$ cat src/rtl/pc5_pkg.sv
package pc5_pkg;
    // Number of operands reduced per column.
    localparam int unsigned NUM_OPND = 5;
    // Width of one column count (counts 0..5 need 3 bits).
    localparam int unsigned CNT_W    = 3;
endpackage

$ cat src/rtl/pc5_counter.sv
module pc5_counter
    import pc5_pkg::*;
(
    input  logic [NUM_OPND-1:0] bits_in,
    output logic                cnt_s0,
    output logic                cnt_s1,
    output logic                cnt_s2
);
    logic fa0_sum, fa0_cry;
    logic fa1_cry;

    // First full adder: three inputs become a partial sum and a carry.
    always_comb begin
        fa0_sum = bits_in[0] ^ bits_in[1] ^ bits_in[2];
        fa0_cry = (bits_in[0] & bits_in[1]) | (bits_in[0] & bits_in[2]) |
                  (bits_in[1] & bits_in[2]);
    end

    // Second full adder: folds in the remaining two bits.
    always_comb begin
        cnt_s0  = fa0_sum ^ bits_in[3] ^ bits_in[4];
        fa1_cry = (fa0_sum & bits_in[3]) | (fa0_sum & bits_in[4]) |
                  (bits_in[3] & bits_in[4]);
    end

    // Half adder on the two weight-2 carries.
    always_comb begin
        cnt_s1 = fa0_cry ^ fa1_cry;
        cnt_s2 = fa0_cry & fa1_cry;
    end

    // The encoded count must match the population count of the column.
    always_comb begin
        p_count_match_r1: assert ({cnt_s2, cnt_s1, cnt_s0} ==
                                  CNT_W'($countones(bits_in)))
            else $error("column count differs from popcount");
        // An all-ones column must be encoded as 5 (101).
        p_full_column_r2: assert (!(&bits_in) ||
                                  (cnt_s2 && !cnt_s1 && cnt_s0))
            else $error("full column not encoded as five");
    end
endmodule

$ cat src/rtl/pc5_csa.sv
module pc5_csa #(
    parameter int unsigned W = 8
) (
    input  logic [W-1:0] in_x,
    input  logic [W-1:0] in_y,
    input  logic [W-1:0] in_z,
    output logic [W-1:0] sav_sum,
    output logic [W-1:0] sav_cry_sh   // carries already moved up one place
);
    assign sav_sum       = in_x ^ in_y ^ in_z;
    assign sav_cry_sh[0] = 1'b0;

    // Only the carries that stay inside the word are formed.
    genvar gi;
    generate
        for (gi = 0; gi < W - 1; gi++) begin : g_maj
            assign sav_cry_sh[gi+1] = (in_x[gi] & in_y[gi]) |
                                      (in_x[gi] & in_z[gi]) |
                                      (in_y[gi] & in_z[gi]);
        end
    endgenerate

    // Carry-save invariant: the two outputs keep the three-input sum.
    always_comb begin
        p_csa_keeps_sum_r3: assert (W'(sav_sum + sav_cry_sh) ==
                                    W'(in_x + in_y + in_z))
            else $error("carry-save row lost value");
    end
endmodule

$ cat src/rtl/pc5_cpa.sv
module pc5_cpa #(
    parameter int unsigned W = 8
) (
    input  logic [W-1:0] add_a,
    input  logic [W-1:0] add_b,
    output logic [W-1:0] add_sum
);
    // Ripple chain; the carry out of the top bit is never formed.
    logic [W-1:0] rip;

    assign rip[0] = 1'b0;

    genvar gi;
    generate
        for (gi = 0; gi < W; gi++) begin : g_bit
            assign add_sum[gi] = add_a[gi] ^ add_b[gi] ^ rip[gi];
            if (gi < W - 1) begin : g_cry
                assign rip[gi+1] = (add_a[gi] & add_b[gi]) |
                                   (rip[gi] & (add_a[gi] ^ add_b[gi]));
            end
        end
    endgenerate
endmodule

$ cat src/rtl/pc5_adder.sv
module pc5_adder
    import pc5_pkg::*;
#(
    parameter int unsigned W       = 8,
    parameter bit          USE_CSA = 1'b1
) (
    input  logic [W-1:0] opnd_a,
    input  logic [W-1:0] opnd_b,
    input  logic [W-1:0] opnd_c,
    input  logic [W-1:0] opnd_d,
    input  logic [W-1:0] opnd_e,
    output logic [W-1:0] sum_y
);
    localparam int unsigned WIDE = W + CNT_W - 1;

    // Per-column count bits, grouped by weight.
    logic [W-1:0] ones_v, twos_v, fours_v;
    // The three vectors aligned to their weights inside the word.
    logic [W-1:0] vec0, vec1, vec2;

    genvar gc;
    generate
        for (gc = 0; gc < W; gc++) begin : g_col
            pc5_counter u_cnt (
                .bits_in ({opnd_e[gc], opnd_d[gc], opnd_c[gc],
                           opnd_b[gc], opnd_a[gc]}),
                .cnt_s0  (ones_v[gc]),
                .cnt_s1  (twos_v[gc]),
                .cnt_s2  (fours_v[gc])
            );
        end
    endgenerate

    assign vec0 = ones_v;
    assign vec1 = {twos_v[W-2:0], 1'b0};
    assign vec2 = {fours_v[W-3:0], 2'b00};

    generate
        if (USE_CSA) begin : g_csa_path
            logic [W-1:0] row_sum, row_cry;
            pc5_csa #(.W(W)) u_csa (
                .in_x      (vec0),
                .in_y      (vec1),
                .in_z      (vec2),
                .sav_sum   (row_sum),
                .sav_cry_sh(row_cry)
            );
            pc5_cpa #(.W(W)) u_cpa (
                .add_a  (row_sum),
                .add_b  (row_cry),
                .add_sum(sum_y)
            );
        end else begin : g_two_cpa
            logic [W-1:0] part;
            pc5_cpa #(.W(W)) u_cpa0 (
                .add_a  (vec0),
                .add_b  (vec1),
                .add_sum(part)
            );
            pc5_cpa #(.W(W)) u_cpa1 (
                .add_a  (part),
                .add_b  (vec2),
                .add_sum(sum_y)
            );
        end
    endgenerate

    // The result is the full-width recombination, truncated to W bits.
    always_comb begin
        p_recombine_r3: assert (sum_y == W'({{(CNT_W-1){1'b0}}, ones_v} +
                                            {1'b0, twos_v, 1'b0} +
                                            {fours_v, 2'b00}))
            else $error("recombined counts disagree with output");
        // The output must match the operand sum with upper bits dropped.
        p_no_overflow_r4: assert (sum_y == W'(WIDE'(opnd_a) + WIDE'(opnd_b) +
                                              WIDE'(opnd_c) + WIDE'(opnd_d) +
                                              WIDE'(opnd_e)))
            else $error("output is not the wrapped operand sum");
    end

    initial begin
        p_width_ok: assert (W >= 3) else $error("W must be at least 3");
    end
endmodule

$ cat config.mk
export PLATFORM = sky130hd
export DESIGN_NAME = pc5_adder
export DESIGN_NICKNAME = d
export VERILOG_FILES = /design/src/rtl/pc5_pkg.sv /design/src/rtl/pc5_counter.sv /design/src/rtl/pc5_csa.sv /design/src/rtl/pc5_cpa.sv /design/src/rtl/pc5_adder.sv
export SDC_FILE = /design/constraint.sdc
export NUM_CORES = 1
export LEC_CHECK = 0
export BUFFER_PORTS_ARGS = -buffer_cell sky130_fd_sc_hd__buf_2
export CAP_MARGIN = 20
export CORE_AREA = 10 10 54 56
export DETAILED_ROUTE_END_ITERATION = 8
export DIE_AREA = 0 0 64 66
export GPL_TIMING_DRIVEN = 0
export PLACE_DENSITY = 0.78
export SETUP_SLACK_MARGIN = 0.5
export SLEW_MARGIN = 20
export SYNTH_ARGS = -nofsm -noshare
export SYNTH_HDL_FRONTEND = slang
export SYNTH_SLANG_ARGS = --single-unit
$ cat constraint.sdc
create_clock -name vclk -period 6.3
set_input_delay 0.315 -clock vclk [all_inputs]
set_output_delay 0.315 -clock vclk [all_outputs]
set_load 0.01 [all_outputs]
After elaboration in Yosys (flattened, before gate mapping)
Cells that the tools add are included.

Bitwise operators: 167.

Operators by type and width (number): bitwise AND 1 bit (73); XOR 1 bit (50); OR 1 bit (42); XOR 8 bit (2).

Bits in registers: 0. Bits of input ports: 40. Output and inout port bits: 8. Logic and storage cells: 167.

Depth between registers and ports, before layout
Gate-level depths: netlist of run 1.

Word-level depth: 19. Depth in mapped cells: 16. Depth with buffers taken out: 16.

Cells and area by module
A second synthesis of run 1 with hierarchy kept.

Cell total of the unflattened synthesis: 88. Area, all modules: 924.6 sq um.

Modules (own cells, without submodules): pc5_counter (times used 8, cells an instance 8, area each 71.3 sq um, seq. area each 0.0 sq um); pc5_cpa (times used 1, cells an instance 13, area each 175.2 sq um, seq. area each 0.0 sq um); pc5_csa (times used 1, cells an instance 10, area each 175.2 sq um, seq. area each 0.0 sq um); pc5_adder (times used 1, cells an instance 1, area each 3.8 sq um, seq. area each 0.0 sq um).

Worst setup path after synthesis of run 1
OpenSTA, ideal clock, no wires.

Kind: input-to-output. Start point: in opnd_a[2]. End point: out sum_y[7]. Arrival: 4466 ps. Data required time: 5985 ps. Slack: 1519 ps. Stages on the path: 15. Buffers on the path: 0. Cells stage by stage: inv_1 -> fa_1 -> inv_1 -> fa_1 -> inv_1 -> fa_1 -> inv_1 -> ha_1 -> fa_1 -> fa_1 -> fa_1 -> fa_1 -> xnor2_2 -> xnor3_1 -> xnor2_1.

Cells in the longest elaborated chain, start to end: 18. Elaborated cells between the ends (all ways): 44. Those cells by class: 44 x bitwise.

RTL lines: from (decl) (RTL line pc5_adder.sv:7) `input logic [W-1:0] opnd_a,`; XOR 1 bit (2 in a row) (RTL line pc5_counter.sv:14) `fa0_sum = bits_in[0] ^ bits_in[1] ^ bits_in[2];`; bitwise AND 1 bit (RTL line pc5_counter.sv:22) `fa1_cry = (fa0_sum & bits_in[3]) | (fa0_sum & bits_in[4]) |`; OR 1 bit (2 in a row) (RTL line pc5_counter.sv:22); XOR 1 bit (RTL line pc5_counter.sv:28) `cnt_s1 = fa0_cry ^ fa1_cry;`; XOR 8 bit (2 in a row) (RTL line pc5_csa.sv:10) `assign sav_sum = in_x ^ in_y ^ in_z;`; XOR 1 bit (RTL line pc5_cpa.sv:19) `(rip[gi] & (add_a[gi] ^ add_b[gi]));`; bitwise AND 1 bit (RTL line pc5_cpa.sv:19); OR 1 bit (RTL line pc5_cpa.sv:18) `assign rip[gi+1] = (add_a[gi] & add_b[gi]) |`; bitwise AND 1 bit (RTL line pc5_cpa.sv:19); OR 1 bit (RTL line pc5_cpa.sv:18); bitwise AND 1 bit (RTL line pc5_cpa.sv:19); OR 1 bit (*) (RTL line pc5_cpa.sv:18); bitwise AND 1 bit (*) (RTL line pc5_cpa.sv:19); OR 1 bit (*) (RTL line pc5_cpa.sv:18); XOR 1 bit (*) (RTL line pc5_cpa.sv:16) `assign add_sum[gi] = add_a[gi] ^ add_b[gi] ^ rip[gi];`; to (decl) (RTL line pc5_adder.sv:12) `output logic [W-1:0] sum_y`.

Every way passes the cells marked *; elsewhere a longest branch is shown, timed or not.

Final worst setup path of run 1
Same ends and word-level chain as after synthesis.

==> results of run 1 <==
-- cells by family (layout without fill, tap and decap cells) --
family | after synthesis | after routing | share of synthesized area
buffers and inverters | 48 | 96 | 0.220
xor gates and xnor gates | 8 | 8 | 0.109
adders and majority gates | 31 | 31 | 0.671
-- worst max-delay path by stage --
stage,cells past startpoint,slack [ps],startpoint,endpoint
after CTS,17,1170,opnd_a[2],sum_y[7]
after global placement,18,1310,opnd_a[1],sum_y[7]
after global routing,17,1060,opnd_a[2],sum_y[7]
after detailed placement,17,1190,opnd_a[2],sum_y[7]
final,17,1220,opnd_a[2],sum_y[7]
after floorplan,15,1520,opnd_a[2],sum_y[7]
-- cells in the final DEF, fill, tap and decap left out --
cell type	count
fa_1	23
inv_1	47
xnor3_1	1
buf_4	1
xnor2_2	1
ha_1	8
buf_2	48
xnor2_1	6
-- power breakdown --
group	total (mW)	switching [mW]	leakage [nW]	internal (mW)
combinational	0.273	0.138	0.709	0.135
sequential	0	0	0	0
clock	0	0	0	0
total	0.273	0.138	0.709	0.135
-- Yosys cell counts (all sizes together) --
master  number
buf          1
fa          23
ha           8
inv         47
xnor3        1
xnor2        7
-- layer usage --
metal  wire, um  up-vias  track usage
met4          0        0            0
li1           -      318            -
met3        186        0       0.0322
met5          0        -            0
met1        598      318       0.0866
met2       1100       30        0.193
-- layout make-up --
cell class                 instances  area, um2  share of cell area
buffer                             1       7.51             0.00676
timing repair buffer              48        240               0.216
inverter                          47        176               0.159
multi-input combinational         39        652               0.587
tap                               27       33.8              0.0304
-- worst max-delay path, cell delays in order --
cell,delay (ps)
buf_2,70
inv_1,50
fa_1,530
inv_1,50
fa_1,490
inv_1,60
fa_1,540
inv_1,40
ha_1,200
fa_1,400
fa_1,400
fa_1,390
fa_1,420
xnor2_2,160
xnor3_1,350
xnor2_1,150
buf_2,150
-- per-stage QoR --
step                total power, mW  area [um2]  instances
floorplan                     0.195         836         87
global placement              0.265        1110        162
detailed placement            0.283        1110        162
CTS                           0.285        1110        162
global route                  0.314        1110        162
finish                        0.273        1110        162
==> impl_results.md, run 1 <==
- Status: finished clean
- Port Buffers: 48
- Max Slew Vio Count: 0
- Clk_buf instances: 0
- Hold Buf Count CTS: 0
- Post-CTS Resized: 0
- Core Region: 1900 um2
- Worst hold endpoint: sum_y[0]
- Die area: 4220 um2
- Routed vias: 666
- WL final: 1880 um
- PD cells: 246 nW/um2
- Worst setup SP type: primary input
- Count of final hold-check violations: 0
- CP Max Fanout: 1
- Min-Delay Startpoint: opnd_e[0]
- Boundary Pins: 48
- Post-route setup slack: 1220 ps
- Pleak: 0.709 nW
- Post-CTS Setup Inserts: 0
- Setup violations, final: 0
- Share of cells above drive strength 1: 0.370
- Tmin final: 5080 ps
- Placer Congestion: 0.684
- Cell taking the most area after synthesis: fa_1
- Sequential share of the synthesized area: 0
- CP required: 5980 ps
- RSZ-0062 raised after global routing: no
- DR DRC count: 0
- Initial DRC count: 1
- Worst relative slew slack: 0.882
- Syn Inst Count: 87
- Setup total negative slack: 0 ps
- First-pass iteration count of the detailed router: 2
- Number of global-route vias before repair: 830
- Final ANT Viol Nets: 0
- Num sequential: 0
- Post-Syn Area: 836 um2
- Starting Density: 0.439
- # rows: 16
- Antenna violations before repair: 0
- Hpwl dp: 1930 um
- Min Hold Slack: 1080 ps
- Largest net degree at the start of global routing: 2
- Library cells used by synthesis: 7
- Yosys warns: 0
- Worst Path Arrival: 4760 ps
- Worst min path class: primary input to output port
- Filler instances: 178
- Final Util: 0.584
- Share of the synthesized area in the top cell type: 0.551
- MaxCap Viol Count: 0
- Die Width: 64 um
- Ant diodes: 0
- Via/cell ratio: 4.11
- Hold path cells: 4
- Routed length per instance: 11.6 um
- Area contributors post-synth: fa_1 (55%), inv_1 (21%), ha_1 (12%), xnor2_1 (6.3%), xnor3_1 (2.7%)
- Average size of a mapped cell: 9.61 um2
- Worst-case vdd ir drop: 0.000167 V
- Area grow syn2layout: 32.8%
- Place WS: 1190 ps
- Slew at the pin closest to its max-slew limit: 176 ps
- Final nets: 208
- Die Y: 66 um
- Grt ovf: 0
- Tcrit/Tclk final: 0.806
- Sequential Area: 0 um2
- GRT Overall Usage: 0.0917
- Critical Path End Type: output port
- WS Path Type: primary input to output port
- Syn nets: 158
- Max Freq: 197 MHz
- First-pass GRT wire length: 3330 um
Power figures use the tool's default switching activity.
==> run 2, diff against run 1 <==
--- a/config.mk
+++ b/config.mk
@@ -7,11 +7,11 @@
 export LEC_CHECK = 0
 export BUFFER_PORTS_ARGS = -buffer_cell sky130_fd_sc_hd__buf_2
 export CAP_MARGIN = 20
-export CORE_AREA = 10 10 54 56
+export CORE_AREA = 10 10 56 58
 export DETAILED_ROUTE_END_ITERATION = 8
-export DIE_AREA = 0 0 64 66
+export DIE_AREA = 0 0 66 68
 export GPL_TIMING_DRIVEN = 0
-export PLACE_DENSITY = 0.78
+export PLACE_DENSITY = 0.75
 export SETUP_SLACK_MARGIN = 0.5
 export SLEW_MARGIN = 20
 export SYNTH_ARGS = -nofsm -noshare
==> constraint.sdc (replaced) <==
create_clock -name vclk -period 4.1
set_input_delay 0.205 -clock vclk [all_inputs]
set_output_delay 0.205 -clock vclk [all_outputs]
set_load 0.01 [all_outputs]
==> impl_results.md, run 2 (same netlist as run 1, synthesis figures left out) <==
- Pleak: 0.712 nW (+0.39%)
- GRT Overall Usage: 0.0836 (-0.00815)
- Clk_buf instances: 0 (unchanged)
- CP Max Fanout: 1 (unchanged)
- Sequential Area: 0 um2 (unchanged)
- Gate power share: 1.000 (about the same)
- Worst min path class: primary input to output port
- Count of final hold-check violations: 0 (unchanged)
- PD cells: 418 nW/um2 (+70%)
- Final nets: 208 (unchanged)
- Worst relative slew slack: 0.826 (-0.0556)
- Placed Area: 1140 um2 (+2.6%)
- Port Buffers: 48 (unchanged)
- Max Slew Vio Count: 0 (unchanged)
- First-pass GRT wire length: 3150 um (-5.2%)
- Boundary Pins: 48 (unchanged)
- Internal Pwr Total: 0.256 mW (+90%)
- Fin area: 1160 um2 (+4.7%)
- Starting Density: 0.397 (-0.0426)
- Sequential share of power: 0 (unchanged)
- Die Y: 68 um (+3.0%)
- Number of global-route vias before repair: 803 (-3.3%)
- Largest net degree at the start of global routing: 2 (unchanged)
- Tcrit/Tclk final: 1.08
- Failing checks: negative setup slack
- Via/cell ratio: 4.18 (+1.8%)
- Worst Path Arrival: 4230 ps (-530 ps)
- CP required: 3890 ps (-2090 ps)
- Critical Path End Type: output port
- Clock share of power: 0 (unchanged)
- Final ANT Viol Nets: 0 (unchanged)
- Filler instances: 192 (+7.9%)
- Num sequential: 0 (unchanged)
- Most frequent cells in the layout: buf_2 (44), inv_1 (43), fa_1 (18), ha_1 (7)
- Core Region: 2110 um2 (+11%)
- Routed vias: 682 (+2.4%)
- Net Sw Power: 0.230 mW (+67%)
- First-pass iteration count of the detailed router: 4 (+2)
- Multi-input gate area: 674 um2 (+3.5%)
- DR DRC count: 0 (unchanged)
- MaxCap Viol Count: 0 (unchanged)
- Die Width: 66 um (+3.1%)
- Post-route setup slack: -338 ps (-1560 ps)
- Hold path cells: 4 (unchanged)
- Slew at the pin closest to its max-slew limit: 259 ps (+82.8 ps)
- Setup total negative slack: -338 ps (-338 ps)
- RSZ-0062 raised after global routing: yes
- # rows: 17 (+1)
- Area grow syn2layout: 39.1%
- Setup violations, final: 1 (+1)
- Antenna violations before repair: 0 (unchanged)
- Worst setup SP type: primary input
- WL final: 1800 um (-4.4%)
- Switching Fraction: 0.474 (-0.0323)
- Commonest non-fill, non-tap cell in the layout: buf_2
- Post-CTS Setup Inserts: 0 (unchanged)
- Max Freq: 225 MHz
- Grt ovf: 0 (unchanged)
- Initial DRC count: 3 (+2)
- Die area: 4490 um2 (+6.3%)
- Routed length per instance: 11.0 um (-4.9%)
- WS Path Type: primary input to output port
- Share of cells above drive strength 1: 0.452 (+0.0815)
- Tmin final: 4440 ps
- Status: finished, violations left
- Power Total: 0.486 mW (+78%)
- Worst-case vdd ir drop: 0.000344 V (+110%)
- Ant diodes: 0 (unchanged)
- Hpwl dp: 1820 um (-5.5%)
- Placer Congestion: 0.753 (+10%)
run 2: changes by cell type in the layout (fill, tap and decap cells not counted), moves of 3 or more:
cell | before | now
fa_2 | 0 | 5
buf_6 | 0 | 3
fa_1 | 23 | 18
buf_2 | 48 | 44
inv_1 | 47 | 43
inv_2 | 0 | 3
run 2: metrics by stage:
| stage | worst slack [ps] | instances | hold slack, ps | util |
|---|---|---|---|---|
| floorplan | -91.7 | 87 | 652 | - |
| global placement | -446 | 163 | 860 | 0.541 |
| detailed placement | -467 | 163 | 871 | 0.541 |
| CTS | -375 | 163 | 875 | 0.552 |
| global route | -491 | 163 | 900 | 0.552 |
| finish | -338 | 163 | 868 | 0.552 |
run 2: layer usage:
layer | vias up | wire, um | part of all wire | track usage
met1 | 336 | 530 | 0.29 | 0.0728
met3 | 0 | 261 | 0.15 | 0.0392
met5 | - | 0 | 0 | 0
met2 | 28 | 1010 | 0.56 | 0.178
li1 | 318 | - | - | -
met4 | 0 | 0 | 0 | 0
run 2: timing repair:
action | 4_1_cts | 5_1_grt
resized for setup | 6 | 1
hold buffers | 0 | 0
setup endpoints to repair | 3 | 3
pin swaps | 2 | 0
run 2: worst max-delay path, cell delays in order:
cell,delay (ps)
buf_6,70
inv_2,30
fa_1,530
inv_1,50
fa_1,490
inv_2,40
fa_1,530
inv_1,40
ha_2,170
fa_2,330
fa_2,340
fa_2,350
fa_2,360
xnor2_2,140
xnor3_1,260
xnor2_2,140
buf_2,140
run 2: path summary, 6_finish.rpt:
kind	from	end	slack (ps)
hold / removal	opnd_e[0]	sum_y[0]	870
setup / recovery	opnd_c[2]	sum_y[7]	-340
run 2: cell type report:
type               count  area share
inverters             47       0.158
multi-input cells     39       0.580
repair buffers        48       0.225
well taps             28      0.0301
plain buffers          1     0.00646
run 2: power groups by stage:
stage          Combinational [mW]  Clock, mW  Sequential [mW]
2_1_floorplan               0.324          0                0
3_3_place_gp                0.432          0                0
3_5_place_dp                0.446          0                0
4_1_cts                     0.499          0                0
5_1_grt                     0.550          0                0
6_report                    0.486          0                0
